## config.mk

```make
export PLATFORM = sky130hd
export DESIGN_NAME = spi_pp_wbuf
export DESIGN_NICKNAME = d
export VERILOG_FILES = /design/src/rtl/spi_pp_pkg.sv /design/src/rtl/pp_addr_reg.sv /design/src/rtl/pp_wbuf.sv /design/src/rtl/spi_pp_wbuf.sv
export SDC_FILE = /design/constraint.sdc
export NUM_CORES = 1
export LEC_CHECK = 0
export CORE_MARGIN = 4
export CORE_UTILIZATION = 67
export CTS_BUF_LIST = sky130_fd_sc_hd__clkbuf_4
export DETAILED_ROUTE_END_ITERATION = 16
export PLACE_DENSITY_LB_ADDON = 0.08
export SYNTH_ARGS = -nofsm -noshare
export SYNTH_HDL_FRONTEND = slang
export SYNTH_SLANG_ARGS = --single-unit
```

## constraint.sdc

```tcl
create_clock -name clk -period 11.35 [get_ports clk]
set_clock_uncertainty 0.1 [all_clocks]
set_input_delay 2.27 -clock clk [delete_from_list [all_inputs] [get_ports clk]]
set_output_delay 2.27 -clock clk [all_outputs]
set_load 0.1 [all_outputs]
```

## src/rtl/spi_pp_pkg.sv

```systemverilog
package spi_pp_pkg;
    localparam logic [7:0] CMD_PAGE_PROG = 8'h10;
    localparam logic [7:0] CMD_PIO_WRITE = 8'h90;
    localparam logic [7:0] FLASH_OP_PP   = 8'h02;

    typedef enum logic [1:0] {
        ST_IDLE  = 2'd0,
        ST_SHIFT = 2'd1,
        ST_END   = 2'd2
    } pp_state_t;
endpackage

```

## src/rtl/pp_addr_reg.sv

```systemverilog
module pp_addr_reg #(
    parameter int AW = 32
) (
    input  logic          clk,
    input  logic          rst_n,
    input  logic          wr,
    input  logic [1:0]    sel,
    input  logic [7:0]    byte_in,
    output logic [AW-1:0] addr
);
    localparam int NB = AW / 8;

    logic [NB-1:0][7:0] lanes;

    always_ff @(posedge clk or negedge rst_n) begin
        if (!rst_n) begin
            lanes <= '0;
        end else if (wr) begin
            lanes[sel] <= byte_in;
        end
    end

    assign addr = lanes;
endmodule

```

## src/rtl/pp_wbuf.sv

```systemverilog
module pp_wbuf #(
    parameter int WORDS = 32
) (
    input  logic                         clk,
    input  logic                         rst_n,
    input  logic                         clr,
    input  logic                         we,
    input  logic [31:0]                  wdata,
    input  logic [$clog2(WORDS*4)-1:0]   rd_idx,
    output logic [7:0]                   rd_byte
);
    localparam int PW = $clog2(WORDS + 1);
    localparam int WI = $clog2(WORDS);

    logic [31:0]   mem [WORDS];
    logic [PW-1:0] ptr;
    logic [31:0]   word_sel;

    always_ff @(posedge clk or negedge rst_n) begin
        if (!rst_n) begin
            ptr <= '0;
        end else if (clr) begin
            ptr <= '0;
        end else if (we && (ptr < PW'(WORDS))) begin
            ptr <= ptr + 1'b1;
        end
    end

    always_ff @(posedge clk) begin
        if (!clr && we && (ptr < PW'(WORDS))) begin
            mem[ptr[WI-1:0]] <= wdata;
        end
    end

    assign word_sel = mem[rd_idx[WI+1:2]];

    always_comb begin
        unique case (rd_idx[1:0])
            2'd0: rd_byte = word_sel[7:0];
            2'd1: rd_byte = word_sel[15:8];
            2'd2: rd_byte = word_sel[23:16];
            default: rd_byte = word_sel[31:24];
        endcase
    end


    ptr_bound_chk: assert property (@(posedge clk) disable iff (!rst_n)
        ptr <= PW'(WORDS));


    ptr_clear_chk: assert property (@(posedge clk) disable iff (!rst_n)
        clr |=> ptr == '0);
endmodule

```

## src/rtl/spi_pp_wbuf.sv

```systemverilog
module spi_pp_wbuf
    import spi_pp_pkg::*;
#(
    parameter int WORDS = 32,
    parameter int AW    = 32
) (
    input  logic        clk,
    input  logic        rst_n,
    input  logic        mode_wr,
    input  logic        mode_val,
    output logic        mode_rb,
    input  logic        addr_wr,
    input  logic [1:0]  addr_sel,
    input  logic [7:0]  addr_byte,
    input  logic        data_wr,
    input  logic [31:0] data_word,
    input  logic [7:0]  wr_byte,
    input  logic        cmd_wr,
    input  logic [7:0]  cmd_val,
    output logic        cmd_busy,
    output logic        cs_n,
    output logic        sout
);
    localparam int NBYTES = WORDS * 4;
    localparam int BI_W   = $clog2(NBYTES);
    localparam int IDX_W  = $clog2(NBYTES + 4);

    pp_state_t        state, state_nx;
    logic             mode_q;
    logic             is_pp;
    logic [7:0]       wd_q;
    logic [IDX_W-1:0] byte_idx;
    logic [2:0]       bit_idx;
    logic [IDX_W-1:0] last_idx;
    logic [IDX_W-1:0] buf_off;
    logic [AW-1:0]    addr;
    logic [7:0]       buf_byte;
    logic [7:0]       cur_byte;
    logic             accept;
    logic             busy;
    logic             frame_end;

    assign busy     = (state != ST_IDLE);
    assign accept   = !busy && cmd_wr &&
                      (((cmd_val == CMD_PAGE_PROG) && mode_q) || (cmd_val == CMD_PIO_WRITE));
    assign last_idx = is_pp ? IDX_W'(NBYTES + 3) : IDX_W'(4);
    assign frame_end = (bit_idx == 3'd7) && (byte_idx == last_idx);
    assign buf_off  = byte_idx - IDX_W'(4);

    pp_addr_reg #(.AW(AW)) u_addr (
        .clk     (clk),
        .rst_n   (rst_n),
        .wr      (addr_wr),
        .sel     (addr_sel),
        .byte_in (addr_byte),
        .addr    (addr)
    );

    pp_wbuf #(.WORDS(WORDS)) u_buf (
        .clk     (clk),
        .rst_n   (rst_n),
        .clr     (mode_wr && !busy && mode_val && !mode_q),
        .we      (data_wr && mode_q),
        .wdata   (data_word),
        .rd_idx  (buf_off[BI_W-1:0]),
        .rd_byte (buf_byte)
    );

    always_comb begin
        state_nx = state;
        unique case (state)
            ST_IDLE:  if (accept) state_nx = ST_SHIFT;
            ST_SHIFT: if (frame_end) state_nx = ST_END;
            ST_END:   state_nx = ST_IDLE;
            default:  state_nx = ST_IDLE;
        endcase
    end

    always_ff @(posedge clk or negedge rst_n) begin
        if (!rst_n) begin
            state    <= ST_IDLE;
            mode_q   <= 1'b0;
            is_pp    <= 1'b0;
            wd_q     <= '0;
            byte_idx <= '0;
            bit_idx  <= '0;
        end else begin
            state <= state_nx;
            if (mode_wr && !busy) mode_q <= mode_val;
            if (accept) begin
                is_pp    <= (cmd_val == CMD_PAGE_PROG);
                wd_q     <= wr_byte;
                byte_idx <= '0;
                bit_idx  <= '0;
            end else if (state == ST_SHIFT) begin
                bit_idx <= bit_idx + 3'd1;
                if (bit_idx == 3'd7) byte_idx <= byte_idx + 1'b1;
            end
        end
    end

    always_comb begin
        unique case (byte_idx)
            IDX_W'(0): cur_byte = FLASH_OP_PP;
            IDX_W'(1): cur_byte = addr[23:16];
            IDX_W'(2): cur_byte = addr[15:8];
            IDX_W'(3): cur_byte = addr[7:0];
            default:   cur_byte = is_pp ? buf_byte : wd_q;
        endcase
    end

    always_comb begin
        cs_n     = (state != ST_SHIFT);
        sout     = (state == ST_SHIFT) ? cur_byte[3'd7 - bit_idx] : 1'b0;
        cmd_busy = busy;
        mode_rb  = mode_q;
    end


    cs_busy_chk: assert property (@(posedge clk) disable iff (!rst_n)
        !cs_n |-> cmd_busy);


    busy_tail_chk: assert property (@(posedge clk) disable iff (!rst_n)
        $rose(cs_n) |-> cmd_busy ##1 !cmd_busy);


    pp_reject_chk: assert property (@(posedge clk) disable iff (!rst_n)
        (cmd_wr && !cmd_busy && !mode_rb && cmd_val == CMD_PAGE_PROG) |=> !cmd_busy);


    mode_follow_chk: assert property (@(posedge clk) disable iff (!rst_n)
        (mode_wr && !cmd_busy) |=> mode_rb == $past(mode_val));


    opcode_msb_chk: assert property (@(posedge clk) disable iff (!rst_n)
        $fell(cs_n) |-> !sout);
endmodule

```

==> impl_summary.txt <==
----------------------------------------------------
[Detailed routing]
  Detail Route Antenna Nets ... 0
  Number of DRC violations after detailed-routing iteration 0 ... 3455
  Post-detailed-routing wire length ... 106000 µm
  Number of vias after detailed routing ... 23000
  Per-cell via count in the routed design ... 6.78
  Average wire per cell in the routed design ... 31.3 µm
  Number of detailed-routing iterations run before antenna repair ... 6
  DRC errors left ... 0

[STA]
  Setup repair after global routing missed its margin ... no
  Setup slack after layout ... 1.56 ns
  Number of failing setup endpoints in the final timing report ... 0
  Setup total negative slack ... 0 ns
  Pins over their slew limit ... 0
  Headroom to the max-slew limit ... 20.4%
  Period minus WS final ... 9.79 ns
  Ratio of final minimum period to clock period ... 86.2%
  Number of hold violations in the final report ... 0
  Slew at the pin closest to its max-slew limit ... 1.19 ns
  Max frequency ... 102 MHz

[Logic synthesis]
  Post-synth top flop ... sky130_fd_sc_hd__edfxtp_1
  Cell types occupying the most area after synthesis ... sky130_fd_sc_hd__edfxtp_1, sky130_fd_sc_hd__mux4_2, sky130_fd_sc_hd__dfrtp_1, sky130_fd_sc_hd__nand2_1, sky130_fd_sc_hd__mux2_2
  Post-Syn Area ... 42300 µm²
  Number of enable-type register cells in the synthesized netlist ... 1024
  Synth top area share ... 72.8%
  Synthesized area divided by synthesized cell count ... 20.3 µm²
  Number of warning messages in the yosys log ... 0
  Sequential area share after synthesis ... 75.9%
  Fraction of registers with async set/reset ... 4.92%
  Cells after synthesis ... 2086
  Flops & latches, synth ... 1077
  Cell type with the highest aggregate area in the netlist ... sky130_fd_sc_hd__edfxtp_1
  Unique masters post-synth ... 71
  Number of nets in the synthesized netlist ... 2163

[Layout]
  Final Instance Area ... 47400 µm²
  Share of final-layout standard cells stronger than drive strength 1 ... 31.2%
  Area growth from synthesis to final layout ... 12.1%
  Final Net Count ... 2460

[Pwr]
  Final Power ... 7580 µW
  Net Switching ... 1540 µW
  Share of power burned in registers ... 57.7%
  Internal power component ... 6030 µW
  VDD IR max ... 0.105 mV
  Cell leakage power ... 0.0160 µW
  Part of the power in combinational logic ... 1.3%
  Switching power share of the total ... 20.4%
  Power per unit of standard cell area ... 160 nW/µm²
  Portion of total power attributed to the clock network ... 40.9%

[Clocking]
  Cells resized by post-CTS repair ... 0
  Skew-Pair Late Insertion Delay ... 1.08 ns
  TritonCTS buffer count ... 280
  Clock Path Buffers ... 4
  Buffer count from post-CTS setup fixing ... 0
  Clock Sink Count ... 1077
  H-tree depth ... 5
  Clock root buffer ... sky130_fd_sc_hd__clkbuf_4
  Clock slew seen by the registers of the worst setup and hold paths ... 0.07 ns
  Hold buffer count at CTS ... 0
  CTS tree ... yes

[GRT]
  Remaining Overflow, GRT ... 0
  Grt met3 use ... 8.82%
  Antenna violations before repair ... 6
  Met2 GRT Util ... 49.2%
  Global routing met1 resource utilization ... 47.2%
  Most congested layer reported by global routing ... met2
  Global-route wire length before repair ... 155000 µm
  Largest net degree at the start of global routing ... 105
  Via count of the first global-routing pass ... 23200
  Global Route Usage Sum ... 32.7%

[Floorplan]
  Chip height ... 259 µm
  Core Footprint ... 62100 µm²
  Std-Cell Rows ... 91
  Die area ... 67100 µm²
  Die span in x ... 259 µm
  Initial standard-cell utilization of the core ... 68.1%
  Top-Level Pins ... 69

[Setup path]
  Critical path arrival ... 7.42 ns
  WP data required ... 8.98 ns
  Launching element type of the critical path ... flop
  Flop-to-flop setup slack ... 8.08 ns
  Worst r2r src ... mode_rb
  CP endpoint kind ... output port
  Beginning of the critical path ... byte_idx[2]
  Setup CP Type ... flop to output port
  Highest net fanout along the worst path ... 90

[Hold path]
  Classification of the worst-slack hold path ... flop to flop
  Worst Hold Launch ... wd_q[1]

[Outcome]
  Outcome ... complete, no violations

[Placed design]
  Number of port buffers ... 68
  Hpwl dp ... 53900 µm
  Placement-stage cell area ... 44100 µm²
  Final estimated routing congestion in global placement ... 0.838
  Pre-CTS WS ... 2.73 ns

[Job]
  Max-capacitance violation count ... 0

----------------------------------------------------
==> per-layer routing <==
metal	wire, µm	part of all wire, %
met5	26	0.024
met4	3750	3.5
met3	13200	12
met2	50400	47
met1	39000	37
==> Yosys cell counts, types with 5 or more instances <==
master / count
sky130_fd_sc_hd__a22oi_1: 16
sky130_fd_sc_hd__o21ai_0: 13
sky130_fd_sc_hd__a21oi_1: 44
sky130_fd_sc_hd__nand3_1: 50
sky130_fd_sc_hd__and3_1: 11
sky130_fd_sc_hd__xnor2_1: 9
sky130_fd_sc_hd__edfxtp_1: 1024
sky130_fd_sc_hd__mux2i_1: 29
sky130_fd_sc_hd__buf_1: 14
sky130_fd_sc_hd__o22ai_1: 16
sky130_fd_sc_hd__or4_1: 9
sky130_fd_sc_hd__nor2_1: 72
sky130_fd_sc_hd__nand4_1: 7
sky130_fd_sc_hd__mux4_2: 252
sky130_fd_sc_hd__nand2_1: 199
sky130_fd_sc_hd__dfrtp_1: 53
sky130_fd_sc_hd__nor4_1: 12
sky130_fd_sc_hd__a211oi_1: 10
sky130_fd_sc_hd__clkbuf_1: 34
sky130_fd_sc_hd__buf_4: 12
sky130_fd_sc_hd__mux2_2: 34
sky130_fd_sc_hd__xor2_1: 5
sky130_fd_sc_hd__buf_6: 18
sky130_fd_sc_hd__inv_1: 12
sky130_fd_sc_hd__ha_1: 12
sky130_fd_sc_hd__nor2b_1: 7
sky130_fd_sc_hd__buf_2: 30
==> cell type report <==
type	count	area (µm²)
Clock buffer	394	2960
Clock inverter	62	289
Inverter	14	52.6
Timing Repair Buffer	123	1130
Sequential cell	1077	32100
Tap cell	837	1050
Antenna cell	5	12.5
Fill cell	3442	14700
Multi-Input combinational cell	887	9820
==> sequential cells by signal, indices dropped and copies added (netlist names), 2 cells and up <==
| name | flops |
|---|---|
| u_buf.mem | 1024 |
| state | 2 |
| bit_idx | 3 |
| wd_q | 8 |
| u_addr.addr | 24 |
| u_buf.ptr | 6 |
| byte_idx | 8 |
==> placed cells by master (no fill, tap or decap), types with 5 or more instances in the layout <==
cell and n:
sky130_fd_sc_hd__a211oi_1 10, sky130_fd_sc_hd__a21oi_1 43, sky130_fd_sc_hd__a22oi_1 16, sky130_fd_sc_hd__and3_1 11, sky130_fd_sc_hd__buf_4 52, sky130_fd_sc_hd__clkbuf_4 394
sky130_fd_sc_hd__clkdlybuf4s50_1 67, sky130_fd_sc_hd__clkinv_1 52, sky130_fd_sc_hd__dfrtp_1 52, sky130_fd_sc_hd__diode_2 5, sky130_fd_sc_hd__edfxtp_1 1024, sky130_fd_sc_hd__ha_1 11
sky130_fd_sc_hd__inv_1 12, sky130_fd_sc_hd__inv_2 7, sky130_fd_sc_hd__mux2_2 34, sky130_fd_sc_hd__mux2i_1 29, sky130_fd_sc_hd__mux4_2 252, sky130_fd_sc_hd__nand2_1 199
sky130_fd_sc_hd__nand3_1 50, sky130_fd_sc_hd__nand4_1 7, sky130_fd_sc_hd__nor2_1 40, sky130_fd_sc_hd__nor2_4 33, sky130_fd_sc_hd__nor2b_1 7, sky130_fd_sc_hd__nor4_1 12
sky130_fd_sc_hd__o21ai_0 13, sky130_fd_sc_hd__o22ai_1 16, sky130_fd_sc_hd__or4_1 9, sky130_fd_sc_hd__xnor2_1 7
==> kinds of logic (layout without fill, tap and decap cells) <==
| family | after synthesis | count (layout) | share of synthesized area [%] |
|---|---|---|---|
| mux | 318 | 318 | 15.2 |
| compound gates | 145 | 145 | 2.36 |
| other cells | 0 | 5 | 0 |
| simple gates | 398 | 398 | 4.27 |
| fa+ha+maj | 12 | 12 | 0.355 |
| flops | 1077 | 1077 | 75.9 |
| xor+xnor | 14 | 14 | 0.290 |
| buf+inv | 122 | 593 | 1.60 |
==> worst max-delay path, stage by stage (launching register included) <==
cell	delay (ns)
sky130_fd_sc_hd__dfrtp_4	0.99
sky130_fd_sc_hd__inv_2	0.29
sky130_fd_sc_hd__ha_4	1.02
sky130_fd_sc_hd__buf_12	0.47
sky130_fd_sc_hd__mux4_2	0.40
sky130_fd_sc_hd__nand2_1	0.08
sky130_fd_sc_hd__a21oi_1	0.08
sky130_fd_sc_hd__nor2_1	0.27
sky130_fd_sc_hd__o22ai_1	0.17
sky130_fd_sc_hd__nor4_1	0.58
sky130_fd_sc_hd__nor4_1	0.09
sky130_fd_sc_hd__or4_1	0.64
sky130_fd_sc_hd__clkdlybuf4s50_1	1.02
==> path summary, 6_finish.rpt <==
check / end / cells after the start
setup / recovery: sout / 12
hold / removal: wd_q[1] / 2
setup reg to reg: u_buf.mem[23][30] / 4
hold reg to reg: wd_q[1] / 2
max in group asynchronous: byte_idx[2] / 2
min in group asynchronous: u_buf.ptr[3] / 1
==> stage by stage <==
step	std cells	hold slack (ns)	utilization, %
after floorplan	2086	0.346	-
after global placement	2938	0.361	71.1
after detailed placement	2938	0.367	71.1
after CTS	3394	0.382	76.3
after global routing	3396	0.405	76.4
final	3399	0.388	76.4
==> power groups by stage <==
stage                     logic (µW)  clock network [µW]  registers (µW)
after floorplan                 21.6                   0            4450
after global placement          92.9                   0            4460
after detailed placement        99.9                   0            4460
after CTS                        100                3150            4370
after global routing             110                3380            4370
final                            102                3100            4370
No activity file was read; power rests on OpenSTA's default activity.
